===== src/rtl/fsqrt_pkg.sv =====
package fsqrt_pkg;
  typedef enum logic [2:0] {
    CLS_NORM,
    CLS_ZERO,
    CLS_INV,
    CLS_INF,
    CLS_NAN
  } sq_cls_e;
endpackage


===== src/rtl/fsqrt_unpack.sv =====
module fsqrt_unpack
  import fsqrt_pkg::*;
#(
  parameter int MANT_W = 23,
  parameter int EXP_W  = 8
) (
  input  logic [EXP_W+MANT_W:0]       opnd,
  output sq_cls_e                     cls,
  output logic [2*(MANT_W+2)-1:0]     rad,
  output logic [EXP_W-1:0]            res_exp,
  output logic [EXP_W+MANT_W:0]       spec
);
  localparam int W  = EXP_W + MANT_W + 1;
  localparam int SW = EXP_W + 2;
  localparam logic signed [SW-1:0] BIAS_S = SW'((1 << (EXP_W - 1)) - 1);
  localparam logic [W-1:0] QNAN = {1'b0, {EXP_W{1'b1}}, 1'b1, {(MANT_W-1){1'b0}}};

  logic                    sgn;
  logic [EXP_W-1:0]        ex;
  logic [MANT_W-1:0]       fr;
  logic signed [SW-1:0]    eu, eh;
  logic                    odd;
  logic [MANT_W+2:0]       rad0;

  assign sgn = opnd[W-1];
  assign ex  = opnd[W-2:MANT_W];
  assign fr  = opnd[MANT_W-1:0];

  always_comb begin
    eu      = $signed({2'b00, ex}) - BIAS_S;
    odd     = eu[0];
    eh      = (eu - $signed({{(SW-1){1'b0}}, odd})) >>> 1;
    res_exp = EXP_W'(eh + BIAS_S);
    rad0    = odd ? {1'b1, fr, 2'b00} : {2'b01, fr, 1'b0};
    rad     = {rad0, {(MANT_W+1){1'b0}}};
  end

  always_comb begin
    if (&ex && |fr) begin
      cls  = CLS_NAN;
      spec = QNAN;
    end else if (ex == '0) begin
      cls  = CLS_ZERO;
      spec = {sgn, {(W-1){1'b0}}};
    end else if (sgn) begin
      cls  = CLS_INV;
      spec = QNAN;
    end else if (&ex) begin
      cls  = CLS_INF;
      spec = opnd;
    end else begin
      cls  = CLS_NORM;
      spec = '0;
    end
  end
endmodule


===== src/rtl/fsqrt_step.sv =====
module fsqrt_step #(
  parameter int QW  = 25,
  parameter int RMW = 30
) (
  input  logic signed [RMW-1:0] rem,
  input  logic [QW-1:0]         root,
  input  logic [1:0]            pair,
  output logic signed [RMW-1:0] rem_n,
  output logic [QW-1:0]         root_n
);
  logic               neg;
  logic [RMW-1:0]     rem_sh;
  logic [RMW-1:0]     trial;

  always_comb begin
    neg    = rem[RMW-1];
    rem_sh = {rem[RMW-3:0], pair};
    trial  = {{(RMW-QW-2){1'b0}}, root, neg, 1'b1};
    rem_n  = neg ? $signed(rem_sh + trial) : $signed(rem_sh - trial);
    root_n = {root[QW-2:0], ~rem_n[RMW-1]};
  end
endmodule


===== src/rtl/fsqrt_round.sv =====
module fsqrt_round #(
  parameter int MANT_W = 23,
  parameter int QW     = 25,
  parameter int RMW    = 30
) (
  input  logic [QW-1:0]         root,
  input  logic signed [RMW-1:0] rem,
  output logic [MANT_W-1:0]     mant,
  output logic                  carry
);
  logic [RMW-1:0] rem_fix;
  logic           sticky, up;
  logic [QW-1:0]  sum;

  always_comb begin
    rem_fix = rem[RMW-1] ? rem + {{(RMW-QW-1){1'b0}}, root, 1'b1} : rem;
    sticky  = |rem_fix;
    up      = root[0] & (sticky | root[1]);
    sum     = {1'b0, root[QW-1:1]} + {{(QW-1){1'b0}}, up};
    carry   = sum[QW-1];
    mant    = carry ? sum[QW-2:1] : sum[QW-3:0];
  end
endmodule


===== src/rtl/fsqrt_seq.sv =====
module fsqrt_seq
  import fsqrt_pkg::*;
#(
  parameter int MANT_W = 23,
  parameter int EXP_W  = 8,
  parameter int HALF_W = 16
) (
  input  logic              clk,
  input  logic              rst,
  input  logic              wr_en,
  input  logic              wr_hi,
  input  logic [HALF_W-1:0] wr_data,
  input  logic              start,
  output logic              busy,
  output logic              done,
  output logic              invalid,
  output logic [HALF_W-1:0] res_hi,
  output logic [HALF_W-1:0] res_lo
);
  localparam int W     = EXP_W + MANT_W + 1;
  localparam int QW    = MANT_W + 2;
  localparam int RMW   = QW + 5;
  localparam int XW    = 2 * QW;
  localparam int ITERS = QW;
  localparam int CW    = $clog2(ITERS + 1);

  logic [W-1:0]          opnd_q;
  logic [W-1:0]          res_q;
  logic                  busy_q, done_q, inv_q;
  logic [CW-1:0]         cnt_q;
  logic [XW-1:0]         x_q;
  logic signed [RMW-1:0] rem_q;
  logic [QW-1:0]         root_q;
  sq_cls_e               cls_q;
  logic [W-1:0]          spec_q;
  logic [EXP_W-1:0]      exp_q;

  sq_cls_e               cls_d;
  logic [XW-1:0]         rad_d;
  logic [EXP_W-1:0]      exp_d;
  logic [W-1:0]          spec_d;
  logic signed [RMW-1:0] rem_n;
  logic [QW-1:0]         root_n;
  logic [MANT_W-1:0]     mant_r;
  logic                  carry_r;

  fsqrt_unpack #(.MANT_W(MANT_W), .EXP_W(EXP_W)) u_unpack (
    .opnd(opnd_q), .cls(cls_d), .rad(rad_d), .res_exp(exp_d), .spec(spec_d)
  );

  fsqrt_step #(.QW(QW), .RMW(RMW)) u_step (
    .rem(rem_q), .root(root_q), .pair(x_q[XW-1:XW-2]),
    .rem_n(rem_n), .root_n(root_n)
  );

  fsqrt_round #(.MANT_W(MANT_W), .QW(QW), .RMW(RMW)) u_round (
    .root(root_q), .rem(rem_q), .mant(mant_r), .carry(carry_r)
  );

  always_ff @(posedge clk) begin
    if (rst) begin
      opnd_q <= '0;
    end else if (wr_en) begin
      if (wr_hi) opnd_q[W-1:HALF_W] <= wr_data;
      else       opnd_q[HALF_W-1:0] <= wr_data;
    end
  end

  always_ff @(posedge clk) begin
    if (rst) begin
      busy_q <= 1'b0;
      done_q <= 1'b0;
      inv_q  <= 1'b0;
      res_q  <= '0;
      cnt_q  <= '0;
      x_q    <= '0;
      rem_q  <= '0;
      root_q <= '0;
      cls_q  <= CLS_ZERO;
      spec_q <= '0;
      exp_q  <= '0;
    end else begin
      done_q <= 1'b0;
      if (start && !busy_q) begin
        busy_q <= 1'b1;
        cnt_q  <= '0;
        x_q    <= rad_d;
        rem_q  <= '0;
        root_q <= '0;
        cls_q  <= cls_d;
        spec_q <= spec_d;
        exp_q  <= exp_d;
      end else if (busy_q) begin
        if (cnt_q == CW'(ITERS)) begin
          busy_q <= 1'b0;
          done_q <= 1'b1;
          inv_q  <= (cls_q == CLS_INV);
          res_q  <= (cls_q == CLS_NORM)
                    ? {1'b0, exp_q + {{(EXP_W-1){1'b0}}, carry_r}, mant_r}
                    : spec_q;
        end else begin
          cnt_q  <= cnt_q + 1'b1;
          rem_q  <= rem_n;
          root_q <= root_n;
          x_q    <= {x_q[XW-3:0], 2'b00};
        end
      end
    end
  end

  assign busy    = busy_q;
  assign done    = done_q;
  assign invalid = inv_q;
  assign res_hi  = res_q[W-1:HALF_W];
  assign res_lo  = res_q[HALF_W-1:0];
endmodule


===== config.mk =====
export PLATFORM = sky130hd
export DESIGN_NAME = fsqrt_seq
export DESIGN_NICKNAME = d
export VERILOG_FILES = /design/src/rtl/fsqrt_pkg.sv /design/src/rtl/fsqrt_unpack.sv /design/src/rtl/fsqrt_step.sv /design/src/rtl/fsqrt_round.sv /design/src/rtl/fsqrt_seq.sv
export SDC_FILE = /design/constraint.sdc
export NUM_CORES = 1
export LEC_CHECK = 0
export CORE_MARGIN = 2
export CORE_UTILIZATION = 45
export DETAILED_ROUTE_END_ITERATION = 7
export SLEW_MARGIN = 10
export SYNTH_ARGS = -nofsm -noshare
export SYNTH_HDL_FRONTEND = slang
export SYNTH_HIERARCHICAL = 1
export SYNTH_SLANG_ARGS = --single-unit
export TNS_END_PERCENT = 30

===== constraint.sdc =====
create_clock -name clk -period 7.2 [get_ports clk]
set_clock_uncertainty 0.2 [all_clocks]
set_input_delay 1.8 -clock clk [delete_from_list [all_inputs] [get_ports clk]]
set_output_delay 1.8 -clock clk [all_outputs]
set_load 0.03 [all_outputs]

[Yosys cells after proc, flatten, opt, wreduce, memory -nomap -nowiden]
Cells that the tools add are included.
Cells by class
  reductions and logical operators: 16
  multiplexer cells: 20
  shift operators: 0
  div/mod/pow operators: 0
  magnitude comparators: 0
  $mul: 0
  add/subtract/negate cells: 9
  bitwise operators: 7
  eq/ne operators: 3
Operator list (count)
  $mux W50: 3
  $mux W32: 4
  $mux W30: 2
  $mux W31: 1
  $add A30 B26 Y30: 1
  $add A30 B27 Y30: 1
  $reduce_or A30 Y1: 1
  $sub A30 B27 Y30: 1
  $mux W26: 1
  $add A24 B1 Y25: 1
  $mux W23: 1
  $reduce_or A23 Y1: 1
  $mux W3: 3
  $sub A8 B7 Y9 const B: 1
  $sub A9 B2 Y9: 1
  $add A8 B1 Y8: 1
  $add A8 B8 Y8 const B: 1
  $logic_not A8 Y1: 1
  $reduce_and A2 Y1: 4
  $reduce_and A8 Y1: 1
  $add A5 B1 Y5 const B: 1
  $eq A5 B5 Y1 const B: 1
  $not A1 Y1: 5
  $mux W1: 4
  12 further kinds: 13
Storage, ports and cells
  bits of input ports: 21
  logic and storage cells: 68
  memories: 0
  register bits: 196
  latch bits: 0
  bits in read-only memories: 0
  output and inout bits: 35
  RAM bits: 0

[Depth between registers and ports, before layout]
Gate-level depths: netlist (run 1).
  word-level depth: 8
  mapped depth: 15
  mapped depth without buffers: 13

[Hierarchy]
The synthesis (run 1) kept the hierarchy.
Modules (own cells, without submodules)
  fsqrt_seq: instances 1, cells each 1024, area an instance 8306.7 um^2, sequential area each 4404.2 um^2
  fsqrt_round: instances 1, cells each 326, area an instance 2152.1 um^2, sequential area each 0.0 um^2
  fsqrt_step: instances 1, cells each 270, area an instance 2043.2 um^2, sequential area each 0.0 um^2
  fsqrt_unpack: instances 1, cells each 154, area an instance 1164.9 um^2, sequential area each 0.0 um^2

[Worst setup path after synthesis (run 1)]
No wires, ideal clock.
  path type: flip-flop to flip-flop
  from: register root_q[0]
  to: register res_q[27]
  cell stages (with the launch flop): 16
  arrival: 3394 ps
  path slack: 3536 ps
  period minus slack after synthesis: 3664 ps
  required time: 6930 ps
  buffers on the path: 2
  library setup time: 70 ps
  cell sequence: dfxtp_1 and2_1 ha_1 and3_1 and3_1 nand3_1 nor3_1 and3_1 clkbuf_1 clkbuf_1 ha_1 ha_1 nand3_1 xor2_1 a211o_1 a21oi_1
On the way
  cells in the longest elaborated chain, start to end: 8
RTL lines
  from (decl): line fsqrt_seq.sv:33  | logic [QW-1:0] root_q;
  from (signal assigned): line fsqrt_seq.sv:104  | root_q <= root_n;
  $add A30 B26 Y30: line fsqrt_round.sv:16  | rem_fix = rem[RMW-1] ? rem + {{(RMW-QW-1){1'b0}}, root, 1'b1} : rem;
  $mux W30: line fsqrt_round.sv:16
  $reduce_or A30 Y1: line fsqrt_round.sv:17  | sticky = |rem_fix;
  $or A1 B1 Y1: line fsqrt_round.sv:18  | up = root[0] & (sticky | root[1]);
  $and A1 B1 Y1 (*): line fsqrt_round.sv:18
  $add A24 B1 Y25 (*): line fsqrt_round.sv:19  | sum = {1'b0, root[QW-1:1]} + {{(QW-1){1'b0}}, up};
  via carry_r: line fsqrt_seq.sv:45  | logic carry_r;
  $add A8 B1 Y8 (*): line fsqrt_seq.sv:99  | ? {1'b0, exp_q + {{(EXP_W-1){1'b0}}, carry_r}, mant_r}
  $mux W32 (*): line fsqrt_seq.sv:99
  to (signal assigned): line fsqrt_seq.sv:98  | res_q <= (cls_q == CLS_NORM)
  to (decl): line fsqrt_seq.sv:28  | logic [W-1:0] res_q;
Mark *: on every way through the listed nets, which the timed path passes. The rest lies on a longest branch.
A chain may end at the register's enable or synchronous reset.

[Final worst setup path (run 1)]
Same ends and word-level chain as after synthesis.

==> results.tsv, run 1 <==
stage	metric	value	unit
pwr	vdd_drop_max	0.0002176	V
status	outcome	finished clean	
timing	setup_viol	0	
critical_path	critPathLaunchType	flop	
clocking	clock_sinks	220	
logic_synthesis	yosysWarnings	6	
timing	tightestPinTransition	1202	ps
final_layout	fin_nets	1822	
final_layout	diodes	0	
route	ant_nets	0	
floorplan	die_y	178.3	um
hold_path	hold_end	res_q[31]	
clocking	cts_made_buffers	26	
route	drt_iter0_markers	757	
global_route	grt-ovfl-total	0	
final_layout	fill_cells	2969	
global_route	grt_max_degree	107	
hold_path	holdCritPathClass	flop to flop	
final_layout	final_common_cell	nand2_1	
logic_synthesis	async_reset_ff_share	0	%
placement	dp_hpwl	22800	um
timing	fmax	0.2449	GHz
floorplan	core-area	29800	sq um
pwr	p_per_area	327.8	nW/um^2
critical_path	end_kind	flop	
timing	post-route-period-util	56.71	%
logic_synthesis	ys.flop_type	dfxtp_1	
clocking	max-clock-path-buffers	3	
global_route	grt_pass1_vias	10766	
logic_synthesis	ys_seq_area_share	32.23	%
hold_path	holdPathStages	2	
critical_path	cp.required	7470	ps
final_layout	drive_gt1_share	6.556	%
clocking	cts-root-buf	clkbuf_16	
critical_path	critical_path_class	flop to flop	
global_route	grt_first_pass_wirelength	55130	um
floorplan	io_pins	56	
placement	io_buffers	55	
placement	dpl_worst_slack	2975	ps
critical_path	rrSetupSlack	3120	ps
final_layout	syn_to_final_growth	8.267	%
logic_synthesis	syn_area_per_cell	7.704	sq um
route	routed_via_density	5.440	
timing	grt_setup_unrepaired	no	
critical_path	r2r_cells	13	
pwr	p_leak	5.615	nW
route	remaining_drc_errors	0	
final_layout	mostFrequentLayoutCells	nand2_1, a21oi_1, dfxtp_1	
floorplan	die_area	31780	sq um
flow_run	max_cap_viol_count	0	
timing	min_period	4083	ps
floorplan	initial_core_util	45.87	%
timing	fin_hold_ws	249.3	ps
critical_path	reg2reg_from	root_q[0]	
logic_synthesis	netlist_instances	1774	
placement	place_congestion	0.9052	
clocking	holdBufCountCts	0	
hold_path	hp-start	res_q[31]	
route	wl	33630	um
route	drt-pass1-iter-count	5	
logic_synthesis	synth_enable_flop_cells	0	
floorplan	rows	63	
logic_synthesis	synth.distinct_cells	82	
logic_synthesis	synth_top_area_share	32.23	%
critical_path	crit_fanout	17	
clocking	post_cts_resize_count	0	
final_layout	multi_input_area	8280	sq um
route	vias	11664	
clocking	insertion_delay	550	ps
timing	finalSetupTns	0	ps
route	wl_per_cell	15.69	um
critical_path	r2r-end	res_q[27]	
timing	drv_slew	0	
timing	max-slew-margin-rel	19.90	%
logic_synthesis	synthTopCellsByArea	dfxtp_1, nand2_1, a21oi_1, ha_1, xnor2_1	
logic_synthesis	syn_area	13670	sq um
global_route	track_usage	20.93	%
clocking	cts_setup_buffers	0	
floorplan	die_w	178.3	um
clocking	clk_pin_slew	60	ps
clocking	h-tree-depth	1	
clocking	cts_tree	done	
logic_synthesis	yosysTopAreaCell	dfxtp_1	
timing	setup_ws	3117	ps
logic_synthesis	synth-seq-cells	220	
final_layout	regArea	4405	sq um
timing	final_hold_viol_count	0	
global_route	antenna_found_initial	0	
critical_path	arrival	4360	ps
-- worst max-delay path, stage by stage (launching register included) --
cell and delay (ps):
dfxtp_1 490, and2_1 230, ha_1 180, and3_1 200
and3_1 240, nand3_1 220, nor3_1 350, and3_1 610
ha_1 380, ha_1 250, nand3_1 100, xor2_1 160
a211o_1 280, a21oi_1 110
-- worst max-delay path by stage --
| stage | endpoint | cells past startpoint | startpoint | slack, ps |
|---|---|---|---|---|
| after floorplan | res_q[27] | 15 | root_q[0] | 3540 |
| after global placement | cnt_q[3] | 5 | start | 2980 |
| after detailed placement | cnt_q[4] | 5 | start | 2980 |
| after CTS | res_q[27] | 13 | root_q[0] | 3110 |
| after global routing | res_q[27] | 13 | root_q[0] | 2750 |
| final | res_q[27] | 13 | root_q[0] | 3120 |
-- synthesized netlist by cell type, drive strengths merged, types with 24 or more instances --
| cell | number |
|---|---|
| nand2 | 430 |
| a21oi | 243 |
| dfxtp | 220 |
| buf | 124 |
| nor2 | 88 |
| xnor2 | 70 |
| ha | 65 |
| clkbuf | 53 |
| a22oi | 49 |
| xor2 | 41 |
| o21ai | 36 |
| a21o | 34 |
| nand3 | 31 |
| a311oi | 28 |
| inv | 24 |
-- power by group --
group,switching (mW),leakage (nW),internal (mW)
combinational,1.19,3.37,0.881
sequential,0.0992,1.79,1.30
clock,0.535,0.453,0.840
total,1.83,5.62,3.02
-- registers in the layout, summed over array words and instances (netlist names) --
| signal | count |
|---|---|
| x_q | 50 |
| opnd_q | 32 |
| res_q | 32 |
| spec_q | 32 |
| rem_q | 30 |
| root_q | 25 |
| exp_q | 8 |
| cnt_q | 5 |
| cls_q | 3 |
| busy | 1 |
| done | 1 |
| invalid | 1 |
-- metal layers --
metal	share of wire, %	global-route usage (%)	vias up
li1	-	-	5980
met1	47	27.55	5446
met2	47	35.77	180
met3	3.6	3.154	58
met4	2.6	5.488	0
met5	0	0	-
-- kinds of logic (layout without fill, tap and decap cells) --
logic type               Yosys count  after routing  synth area share (%)
adder cells (fa/ha/maj)           66             66                 6.097
AND/OR/NAND/NOR                  677            677                 21.72
XOR/XNOR                         111            111                 7.113
flip-flops                       220            220                 32.23
other                              1             47               0.02744
buffers and inverters            201            135                 8.697
multiplexers                      25             25                 2.032
AO/OA/AOI/OAI                    473            473                 22.09
-- metrics by stage --
step           cell area (sq um)  util (%)  instances  power [mW]
6_report                   14800     49.66       2144       4.851
4_1_cts                    14790     49.64       2144       4.879
2_1_floorplan              13840         -       1820       3.129
5_1_grt                    14800     49.66       2144       5.177
3_5_place_dp               13870     46.57       2097       3.478
3_3_place_gp               13870     46.57       2097       3.478
-- cell type report --
cell class | count | area share, %
tap | 390 | 3.298
timing repair buffer | 64 | 4.160
clock buffer | 40 | 5.429
multi-input combinational | 1399 | 55.96
clock inverter | 7 | 0.7695
inverter | 24 | 0.6088
sequential | 220 | 29.77
(Power assumes the default switching activity.)
==> run 2: changes to the inputs <==
==> constraint.sdc (replaced) <==
create_clock -name clk -period 3.45 [get_ports clk]
set_clock_uncertainty 0.2 [all_clocks]
set_input_delay 0.8625 -clock clk [delete_from_list [all_inputs] [get_ports clk]]
set_output_delay 0.8625 -clock clk [all_outputs]
set_load 0.03 [all_outputs]
==> run 2 against run 1 <==
Against the previous run: worst setup slack worse by 3000 ps; clock power up 96%; global-route usage rose by 1.9 points; critical path type unchanged; total power rose by 120%; clock-buffer cell count is 3 lower; non-clock buffer count increased by 81; cell area increased by 4.5%; fmax grew 23%.
==> results.tsv, run 2 (synthesis results as in run 1) <==
stage	metric	value	unit	change
clocking	insertion_delay	550	ps	about the same
global_route	busiest_layer	met2		
placement	dp_hpwl	25770	um	+13%
timing	drv_slew	0		unchanged
final_layout	mostFrequentLayoutCells	nand2_1, a21oi_1, dfxtp_1		
floorplan	die_w	178.3	um	unchanged
critical_path	end_kind	flop		
clocking	h-tree-depth	1		unchanged
final_layout	fill_cells	2928		-1.4%
floorplan	rows	63		unchanged
timing	post-route-period-util	95.91	%	+39 points
global_route	track_usage	22.81	%	+1.9 points
placement	placed_area	14550	sq um	+4.9%
clocking	max-clock-path-buffers	3		unchanged
final_layout	diodes	0		unchanged
final_layout	syn_to_final_growth	13.15	%	
pwr	p_leak	6.027	nW	+7.3%
route	wl_per_cell	16.08	um	+2.5%
floorplan	io_pins	56		unchanged
global_route	grt-ovfl-total	0		unchanged
route	wl	35800	um	+6.4%
timing	final_hold_viol_count	0		unchanged
pwr	fin_total_pwr	10.51	mW	+120%
final_layout	postLayoutCoreUtil	51.90	%	+2.2 points
final_layout	drive_gt1_share	11.27	%	+4.7 points
clocking	cts-root-buf	clkbuf_16		
pwr	p_per_area	679.9	nW/um^2	+110%
global_route	antenna_found_initial	1		+1
critical_path	critical_path_class	flop to flop		
final_layout	final_common_cell	nand2_1		
timing	min_period	3309	ps	-774.5 ps
route	ant_nets	0		unchanged
global_route	grt_first_pass_wirelength	59270	um	+7.5%
global_route	met2_usage	40.65	%	+4.9 points
global_route	grt_max_degree	78		-27%
floorplan	core-area	29800	sq um	unchanged
placement	place_congestion	0.9008		-0.49%
timing	finalSetupTns	0	ps	unchanged
final_layout	final_area	15460	sq um	+4.5%
placement	placed_cells	2178		+3.9%
route	drt-pass1-iter-count	5		unchanged
clocking	cts_made_buffers	26		unchanged
clocking	clock_sinks	220		unchanged
flow_run	max_cap_viol_count	0		unchanged
global_route	use_met1	29.37	%	+1.8 points
clocking	cts_tree	done		
critical_path	cp.required	3640	ps	-3830 ps
global_route	grt_pass1_vias	11544		+7.2%
critical_path	arrival	3500	ps	-860 ps
critical_path	crit_fanout	4		-13
clocking	clk_pin_slew	60	ps	about the same
clocking	cts_setup_buffers	0		unchanged
floorplan	die_y	178.3	um	unchanged
timing	max-slew-margin-rel	58.14	%	+38 points
placement	io_buffers	55		unchanged
timing	fmax	0.3022	GHz	+23%
critical_path	critPathLaunchType	flop		
final_layout	post_layout_nonfiller_instances	2226		+3.8%
route	drt_iter0_markers	680		-10%
global_route	met3_usage	3.026	%	-0.13 points
final_layout	largest_reg_flops	50		unchanged
hold_path	holdCritPathClass	flop to flop		
status	outcome	finished clean		
route	routed_via_density	5.414		-0.48%
final_layout	fin_nets	1903		+4.4%
timing	grt_setup_unrepaired	yes		
route	remaining_drc_errors	0		unchanged
route	vias	12052		+3.3%
floorplan	initial_core_util	45.87	%	unchanged
timing	setup_viol	0		unchanged
final_layout	regMostFlops	x_q		
floorplan	die_area	31780	sq um	unchanged
pwr	vdd_drop_max	0.0004243	V	+95%
timing	tightestPinTransition	627.9	ps	-573.7 ps
==> run 2: routing by layer <==
layer	part of all wire, %	up-vias
met5	0	-
met4	1.9	0
met3	3.1	51
met2	49	166
met1	46	5679
li1	-	6156
==> run 2: area by class of cell <==
| class | instances | area [sq um] | area share [%] |
|---|---|---|---|
| multi-input combinational | 1399 | 8334 | 53.90 |
| sequential | 220 | 4407 | 28.50 |
| timing repair buffer | 145 | 1286 | 8.318 |
| clock buffer | 37 | 742.0 | 4.798 |
| tap | 390 | 488.0 | 3.156 |
| clock inverter | 11 | 116.4 | 0.7525 |
| inverter | 24 | 90.09 | 0.5826 |
==> run 2: worst max-delay path, stage by stage (launching register included) <==
cell and delay [ps]:
dfxtp_1 310, ha_1 300, a21o_1 220, a21oi_4 200, a21o_2 160, a21oi_2 70, o41ai_4 390, xnor2_1 120
or4_1 530, o41ai_2 340, a31oi_1 150, nand2_1 80, a311oi_1 80
==> run 2: power breakdown <==
group          internal, mW  leakage, nW  switching, mW
logic                  2.22         3.81           2.65
clock network          1.58        0.425           1.13
registers              2.72         1.79          0.211
==> run 2: path summary, 6_finish.rpt <==
kind / from / end / slack [ps] / depth (start not counted)
min reg2reg: spec_q[28] / spec_q[28] / 250 / 2
min: spec_q[28] / spec_q[28] / 250 / 2
max reg2reg: rem_q[3] / res_q[0] / 140 / 12
max: rem_q[3] / res_q[0] / 140 / 12
==> run 2: per-stage QoR <==
step                      hold slack [ps]  setup slack [ps]
after floorplan                     232.3             10.83
after global placement              240.8             103.1
after detailed placement            242.8             26.81
after CTS                           250.7             8.542
after global routing                273.2            -27.00
final                               251.7             141.1
==> run 2: timing repair <==
| item | in CTS | in global routing |
|---|---|---|
| hold buffers | 0 | 0 |
| setup endpoints to repair | 0 | 5 |
| gates resized for setup | 0 | 12 |
